$ cat src/rtl/pwb_pkg.sv
package pwb_pkg;
  // end-of-transaction decision
  typedef enum logic [1:0] {
    EV_NONE    = 2'd0,
    EV_COMMIT  = 2'd1,
    EV_DISCARD = 2'd2
  } txn_ev_e;

  localparam int unsigned DEF_ADDR_W = 7;
  localparam int unsigned DEF_OFF_W  = 3;
  localparam int unsigned DEF_DATA_W = 8;
endpackage

$ cat src/rtl/pwb_latch.sv
module pwb_latch #(
  parameter int unsigned ADDR_W = 7,
  parameter int unsigned OFF_W  = 3,
  parameter int unsigned DATA_W = 8,
  localparam int unsigned NUM_ENT = 1 << OFF_W,
  localparam int unsigned PAGE_W  = ADDR_W - OFF_W
) (
  input  logic              clk_i,
  input  logic              rst_ni,
  input  logic              en_i,
  input  logic              load_i,
  input  logic [ADDR_W-1:0] load_addr_i,
  input  logic              we_i,
  input  logic [DATA_W-1:0] wdata_i,
  input  logic              clear_i,
  input  logic [OFF_W-1:0]  rd_idx_i,
  output logic [NUM_ENT-1:0] mask_o,
  output logic [PAGE_W-1:0] page_o,
  output logic [DATA_W-1:0] rd_data_o
);
  logic [OFF_W-1:0]  ptr_q;
  logic [PAGE_W-1:0] page_q;
  logic [NUM_ENT-1:0] mask_q;
  logic [DATA_W-1:0] ent_q [NUM_ENT];

  logic do_load, do_we;
  assign do_load = en_i & load_i;
  assign do_we   = en_i & we_i & ~load_i;

  always_ff @(posedge clk_i or negedge rst_ni) begin
    if (!rst_ni) begin
      ptr_q  <= '0;
      page_q <= '0;
    end else if (do_load) begin
      ptr_q  <= load_addr_i[OFF_W-1:0];
      page_q <= load_addr_i[ADDR_W-1:OFF_W];
    end else if (do_we) begin
      ptr_q  <= ptr_q + 1'b1;  // low bits only: wraps inside page
    end
  end

  for (genvar g = 0; g < NUM_ENT; g++) begin : g_ent
    logic hit;
    assign hit = do_we && (ptr_q == OFF_W'(g));
    always_ff @(posedge clk_i or negedge rst_ni) begin
      if (!rst_ni) begin
        mask_q[g] <= 1'b0;
        ent_q[g]  <= '0;
      end else begin
        if (clear_i || do_load) mask_q[g] <= 1'b0;
        else if (hit)           mask_q[g] <= 1'b1;
        if (hit) ent_q[g] <= wdata_i;
      end
    end
  end

  assign mask_o    = mask_q;
  assign page_o    = page_q;
  assign rd_data_o = ent_q[rd_idx_i];
endmodule

$ cat src/rtl/pwb_timer.sv
module pwb_timer #(
  parameter int unsigned CYCLE_CLKS = 1250000,
  localparam int unsigned CNT_W = $clog2(CYCLE_CLKS + 1)
) (
  input  logic clk_i,
  input  logic rst_ni,
  input  logic start_i,
  output logic busy_o,
  output logic done_o
);
  logic [CNT_W-1:0] cnt_q;
  logic busy_q;

  assign done_o = busy_q && (cnt_q == CNT_W'(CYCLE_CLKS - 1));

  always_ff @(posedge clk_i or negedge rst_ni) begin
    if (!rst_ni) begin
      busy_q <= 1'b0;
      cnt_q  <= '0;
    end else if (!busy_q) begin
      if (start_i) begin
        busy_q <= 1'b1;
        cnt_q  <= '0;
      end
    end else if (done_o) begin
      busy_q <= 1'b0;
      cnt_q  <= '0;
    end else begin
      cnt_q <= cnt_q + 1'b1;
    end
  end

  assign busy_o = busy_q;
endmodule

$ cat src/rtl/pwb_scan.sv
module pwb_scan #(
  parameter int unsigned OFF_W = 3
) (
  input  logic             clk_i,
  input  logic             rst_ni,
  input  logic             start_i,
  input  logic             busy_i,
  output logic [OFF_W-1:0] idx_o,
  output logic             active_o
);
  logic [OFF_W:0] idx_q;

  always_ff @(posedge clk_i or negedge rst_ni) begin
    if (!rst_ni)                     idx_q <= '0;
    else if (start_i && !busy_i)     idx_q <= '0;
    else if (busy_i && !idx_q[OFF_W]) idx_q <= idx_q + 1'b1;
  end

  assign idx_o    = idx_q[OFF_W-1:0];
  assign active_o = busy_i & ~idx_q[OFF_W];
endmodule

$ cat src/rtl/page_write_buf.sv
module page_write_buf #(
  parameter int unsigned ADDR_W     = pwb_pkg::DEF_ADDR_W,
  parameter int unsigned OFF_W      = pwb_pkg::DEF_OFF_W,
  parameter int unsigned DATA_W     = pwb_pkg::DEF_DATA_W,
  parameter int unsigned CYCLE_CLKS = 1250000
) (
  input  logic              clk_i,
  input  logic              rst_ni,
  input  logic              addr_load_i,
  input  logic [ADDR_W-1:0] start_addr_i,
  input  logic              data_we_i,
  input  logic [DATA_W-1:0] data_i,
  input  logic              stop_i,
  input  logic              rstart_i,
  input  logic              wp_i,
  output logic              busy_o,
  output logic              mem_we_o,
  output logic [ADDR_W-1:0] mem_addr_o,
  output logic [DATA_W-1:0] mem_data_o
);
  import pwb_pkg::*;

  localparam int unsigned NUM_ENT = 1 << OFF_W;
  localparam int unsigned PAGE_W  = ADDR_W - OFF_W;

  logic [NUM_ENT-1:0] mask;
  logic [PAGE_W-1:0]  page;
  logic [DATA_W-1:0]  rd_data;
  logic [OFF_W-1:0]   scan_idx;
  logic               scan_active;
  logic               busy, done;
  txn_ev_e            ev;

  always_comb begin
    ev = EV_NONE;
    if (!busy) begin
      if (rstart_i)                       ev = EV_DISCARD;
      else if (stop_i && |mask && !wp_i)  ev = EV_COMMIT;
      else if (stop_i)                    ev = EV_DISCARD;
    end
  end

  pwb_latch #(
    .ADDR_W(ADDR_W), .OFF_W(OFF_W), .DATA_W(DATA_W)
  ) u_latch (
    .clk_i       (clk_i),
    .rst_ni      (rst_ni),
    .en_i        (~busy),
    .load_i      (addr_load_i),
    .load_addr_i (start_addr_i),
    .we_i        (data_we_i),
    .wdata_i     (data_i),
    .clear_i     ((ev == EV_DISCARD) | done),
    .rd_idx_i    (scan_idx),
    .mask_o      (mask),
    .page_o      (page),
    .rd_data_o   (rd_data)
  );

  pwb_timer #(.CYCLE_CLKS(CYCLE_CLKS)) u_timer (
    .clk_i   (clk_i),
    .rst_ni  (rst_ni),
    .start_i (ev == EV_COMMIT),
    .busy_o  (busy),
    .done_o  (done)
  );

  pwb_scan #(.OFF_W(OFF_W)) u_scan (
    .clk_i    (clk_i),
    .rst_ni   (rst_ni),
    .start_i  (ev == EV_COMMIT),
    .busy_i   (busy),
    .idx_o    (scan_idx),
    .active_o (scan_active)
  );

  assign busy_o     = busy;
  assign mem_we_o   = scan_active & mask[scan_idx];
  assign mem_addr_o = {page, scan_idx};
  assign mem_data_o = rd_data;
endmodule

$ cat config.mk
export PLATFORM = sky130hd
export DESIGN_NAME = page_write_buf
export DESIGN_NICKNAME = d
export VERILOG_FILES = /design/src/rtl/pwb_pkg.sv /design/src/rtl/pwb_latch.sv /design/src/rtl/pwb_timer.sv /design/src/rtl/pwb_scan.sv /design/src/rtl/page_write_buf.sv
export SDC_FILE = /design/constraint.sdc
export NUM_CORES = 1
export LEC_CHECK = 0
export BUFFER_PORTS_ARGS = -buffer_cell sky130_fd_sc_hd__buf_2
export CAP_MARGIN = 15
export CORE_UTILIZATION = 38
export CTS_CLUSTER_SIZE = 12
export DETAILED_ROUTE_END_ITERATION = 16
export SYNTH_ARGS = -nofsm -noshare
export SYNTH_HDL_FRONTEND = slang
export SYNTH_SLANG_ARGS = --single-unit
$ cat constraint.sdc
create_clock -name clk_i -period 2.6 [get_ports clk_i]
set_clock_uncertainty 0.2 [all_clocks]
set_input_delay 0.13 -clock clk_i [delete_from_list [all_inputs] [get_ports clk_i]]
set_output_delay 0.13 -clock clk_i [all_outputs]
set_load 0.01 [all_outputs]
==> summary.md <==
| Metric | Value |
|---|---|
| Outcome | `finished, violations left` |
| Violations in the final reports | `negative setup slack` |
| Half-perimeter wire length after placement | `7.377 mm` |
| Initial Utilization | `39.44%` |
| Wl on met1 | `5.060 mm` |
| Number of antenna-violating nets in the routed design | `0` |
| Syn Std Cell Area | `5059 sq um` |
| Pwr per Cell Area | `511.9 nW/um^2` |
| Number of port buffers | `38` |
| Maximum resistive drop on vdd | `362.3 uV` |
| Setup crit start kind | `register` |
| DRT iter0 DRCs | `145` |
| Worst Path Required | `2650 ps` |
| Placed cell count | `619` |
| Syn_area_per_cell | `12.74 sq um` |
| Placement row count | `41` |
| Number of antenna violations at the first check in global routing | `0` |
| End-of-flow core utilization | `47.96%` |
| Power Total | `3.149 mW` |
| Total detailed-routing wirelength | `10.93 mm` |
| Synth async-reset ratio | `100.0%` |
| Pin count of the biggest net entering global routing | `46` |
| Chip height | `117.4 um` |
| Max Fanout on Critical Path | `8` |
| Endpoint of the worst hold path | `u_timer.busy_o$_DFF_PN0_` |
| Fraction of power spent switching nets | `23.65%` |
| H-tree depth | `3` |
| Detail Route met2 WL | `5.340 mm` |
| Overall die width | `117.4 um` |
| Relative max-transition margin | `54.80%` |
| Length of routed met3 wiring | `422 um` |
| Max-slew violation count | `0` |
| Via count of the routed design | `3442` |
| Period utilisation layout | `100.8%` |
| Max layer used | `met4` |
| Cell leakage power | `2.996 nW` |
| Post-synthesis sequential element count | `105` |
| Detailed-route DRC error count | `0` |
| Hold depth | `3` |
| Longest Clk Path Bufs | `2` |
| Final GP Congestion | `0.7843` |
| Skew-Pair Late Insertion Delay | `350 ps` |
| Worst Reg2Reg Path Length in Cells | `7` |
| Switch Pwr | `744.8 uW` |
| Total GRT Usage | `17.24%` |
| Total congestion overflow after global routing | `0` |
| Commonest non-fill, non-tap cell in the layout | `sky130_fd_sc_hd__dfrtp_1` |
| RSZ-0062 raised after global routing | `yes` |
| Critical Path End Type | `register` |
| TritonCTS clock tree | `yes` |
| Part of the power in the clock network | `43.5%` |
| Syn-to-layout area delta | `21.59%` |
| Wire length per cell | `16.71 um` |
| Number of primary I/O pins | `39` |
| Min-Delay Startpoint | `rstart_i` |
| Number of enable flip-flop cells after synthesis | `0` |
| Core Box Area | `12820 sq um` |
| Pre-CTS WS | `9.026 ps` |
| Launch point of the worst reg-to-reg path | `u_timer.cnt_q[13]$_DFFE_PN0P_` |
| Data arrival time of the worst path | `2670 ps` |
| Commonest non-fill, non-tap cells in the layout | `sky130_fd_sc_hd__dfrtp_1, sky130_fd_sc_hd__mux2_2, sky130_fd_sc_hd__buf_2, sky130_fd_sc_hd__buf_4, sky130_fd_sc_hd__nand2_1` |
| Die Area | `13780 sq um` |
| Top flip-flop cell by instance count after synthesis | `sky130_fd_sc_hd__dfrtp_1` |
| Slew of the pin with the lowest slew margin | `673.9 ps` |
| Seq/Total Area, Yosys | `51.94%` |
| Count of non-filler cells in the finished layout | `654` |
| Number of warnings printed during yosys synthesis | `0` |
| Synth Instances | `397` |
| Post-layout worst setup margin | `-19.52 ps` |
| Share of layout cells above drive strength 1 | `40.87%` |
| Number of iterations in the first detailed-routing pass | `4` |
| Classification of the worst setup path | `register to register` |
| Clock sinks | `105` |
| Gate power share | `3.9%` |
| Net count, final | `507` |
| Worst r2r dst | `u_timer.cnt_q[3]$_DFFE_PN0P_` |
| Vias per Instance | `5.263` |
| Post-Route Setup TNS | `-28.07 ps` |
| Root buffer cell | `sky130_fd_sc_hd__clkbuf_16` |
| Count of endpoints failing hold in the final timing report | `0` |
| Wire length of the first global-routing pass | `18.55 mm` |
| Syn Nets | `427` |
| Max-cap check violation count | `0` |
| Number of CTS-inserted buffers | `9` |
| Worst-case register-to-register setup slack | `-20 ps` |
| Antenna Cells | `0` |
| Post-place instance area | `5613 sq um` |
| Count of unique library cells instantiated by Yosys | `46` |
| Final critical delay including setup and external delays | `2620 ps` |
| Worst Hold Class | `input pin to register` |
| Share of power burned in registers | `52.6%` |
| Total non-filler cell area in the finished layout | `6151 sq um` |
| Via count of the first global-routing pass | `3587` |
| Highest clock frequency the design can meet | `381.8 MHz` |
| Register clock-pin slew on the reported worst setup and hold paths | `70 ps` |
| Internal power component | `2.404 mW` |
| Worst hold margin | `41.22 ps` |
| Total of endpoints with negative setup slack in the final report | `2` |
==> layer usage <==
metal / vias to the layer above / global-route usage (%)
li1: 1612 / -
met1: 1762 / 22.79
met2: 61 / 28.07
met3: 7 / 4.329
met4: 0 / 4.708
met5: - / 0
==> worst max path at each step <==
| stage | slack (ps) | to | cells after the start | startpoint |
|---|---|---|---|---|
| after global routing | -70 | u_timer.cnt_q[6]$_DFFE_PN0P_ | 7 | u_timer.cnt_q[13]$_DFFE_PN0P_ |
| after global placement | 60 | u_timer.cnt_q[3]$_DFFE_PN0P_ | 7 | u_timer.cnt_q[13]$_DFFE_PN0P_ |
| final | -20 | u_timer.cnt_q[3]$_DFFE_PN0P_ | 7 | u_timer.cnt_q[13]$_DFFE_PN0P_ |
| after floorplan | 30 | u_timer.cnt_q[3]$_DFFE_PN0P_ | 6 | u_timer.cnt_q[13]$_DFFE_PN0P_ |
| after detailed placement | 9 | u_timer.cnt_q[3]$_DFFE_PN0P_ | 7 | u_timer.cnt_q[13]$_DFFE_PN0P_ |
| after CTS | 0.3 | u_timer.cnt_q[3]$_DFFE_PN0P_ | 7 | u_timer.cnt_q[13]$_DFFE_PN0P_ |
==> layout make-up <==
type | count | area (sq um)
Fill cell | 1184 | 6674
Clock inverter | 6 | 65.06
Inverter | 18 | 67.56
Clock buffer | 10 | 239.0
Multi-Input combinational cell | 255 | 2306
Sequential cell | 105 | 2628
Tap cell | 172 | 215.2
Timing Repair Buffer | 88 | 630.6
==> worst max-delay path, cell delays in order, from the launching register on <==
cell,delay [ps]
sky130_fd_sc_hd__dfrtp_1,380
sky130_fd_sc_hd__or4b_1,540
sky130_fd_sc_hd__or4_4,530
sky130_fd_sc_hd__buf_4,150
sky130_fd_sc_hd__o41ai_4,220
sky130_fd_sc_hd__buf_4,220
sky130_fd_sc_hd__o22ai_1,80
sky130_fd_sc_hd__a22o_1,200
==> logic make-up after synthesis <==
group / share of synthesized area, %
mux: 25.53
flops: 51.94
buf+inv: 3.289
simple gates: 9.795
compound gates: 6.951
xor+xnor: 0.5195
fa+ha+maj: 1.979
==> cell usage after synthesis (3+ instances only) <==
cell / count / share of area [%]
sky130_fd_sc_hd__a21o_1: 4 / 0.59
sky130_fd_sc_hd__a21oi_1: 14 / 1.4
sky130_fd_sc_hd__a22o_1: 3 / 0.52
sky130_fd_sc_hd__and2_1: 4 / 0.49
sky130_fd_sc_hd__and3_1: 3 / 0.37
sky130_fd_sc_hd__buf_1: 3 / 0.22
sky130_fd_sc_hd__buf_4: 3 / 0.45
sky130_fd_sc_hd__clkbuf_1: 10 / 0.74
sky130_fd_sc_hd__dfrtp_1: 105 / 52
sky130_fd_sc_hd__ha_1: 8 / 2.0
sky130_fd_sc_hd__inv_1: 18 / 1.3
sky130_fd_sc_hd__mux2_2: 76 / 17
sky130_fd_sc_hd__mux2i_1: 3 / 0.59
sky130_fd_sc_hd__mux4_2: 18 / 8.0
sky130_fd_sc_hd__nand2_1: 25 / 1.9
sky130_fd_sc_hd__nand3_1: 21 / 2.1
sky130_fd_sc_hd__nand4_1: 5 / 0.62
sky130_fd_sc_hd__nor2_1: 13 / 0.96
sky130_fd_sc_hd__nor3_1: 4 / 0.40
sky130_fd_sc_hd__nor4_1: 5 / 0.62
sky130_fd_sc_hd__o21ai_0: 11 / 1.1
sky130_fd_sc_hd__o31ai_1: 4 / 0.59
sky130_fd_sc_hd__or3_1: 7 / 0.87
==> what timing repair did <==
item	in CTS	in global routing
setup endpoints to repair	3	26
resized for setup	1	13
gates cloned	0	0
hold buffers	17	0
endpoints found under the hold margin	113	0
pin swaps	0	3
buffers inserted	1	1
==> state kept, by name (all words and copies together) (netlist names) <==
register / cells
u_latch.ent_q: 64
u_latch.mask_o: 8
u_latch.page_o: 4
u_latch.ptr_q: 3
u_scan.idx_q: 4
u_timer.busy_o: 1
u_timer.cnt_q: 21
==> power by group through the flow <==
| stage | logic, mW | registers, mW | clock network [mW] |
|---|---|---|---|
| final | 0.122 | 1.66 | 1.37 |
| after global routing | 0.140 | 1.66 | 1.47 |
| after CTS | 0.124 | 1.65 | 1.42 |
| after detailed placement | 0.104 | 1.69 | 0 |
| after global placement | 0.101 | 1.69 | 0 |
| after floorplan | 0.0289 | 1.69 | 0 |
(Power assumes the default switching activity.)
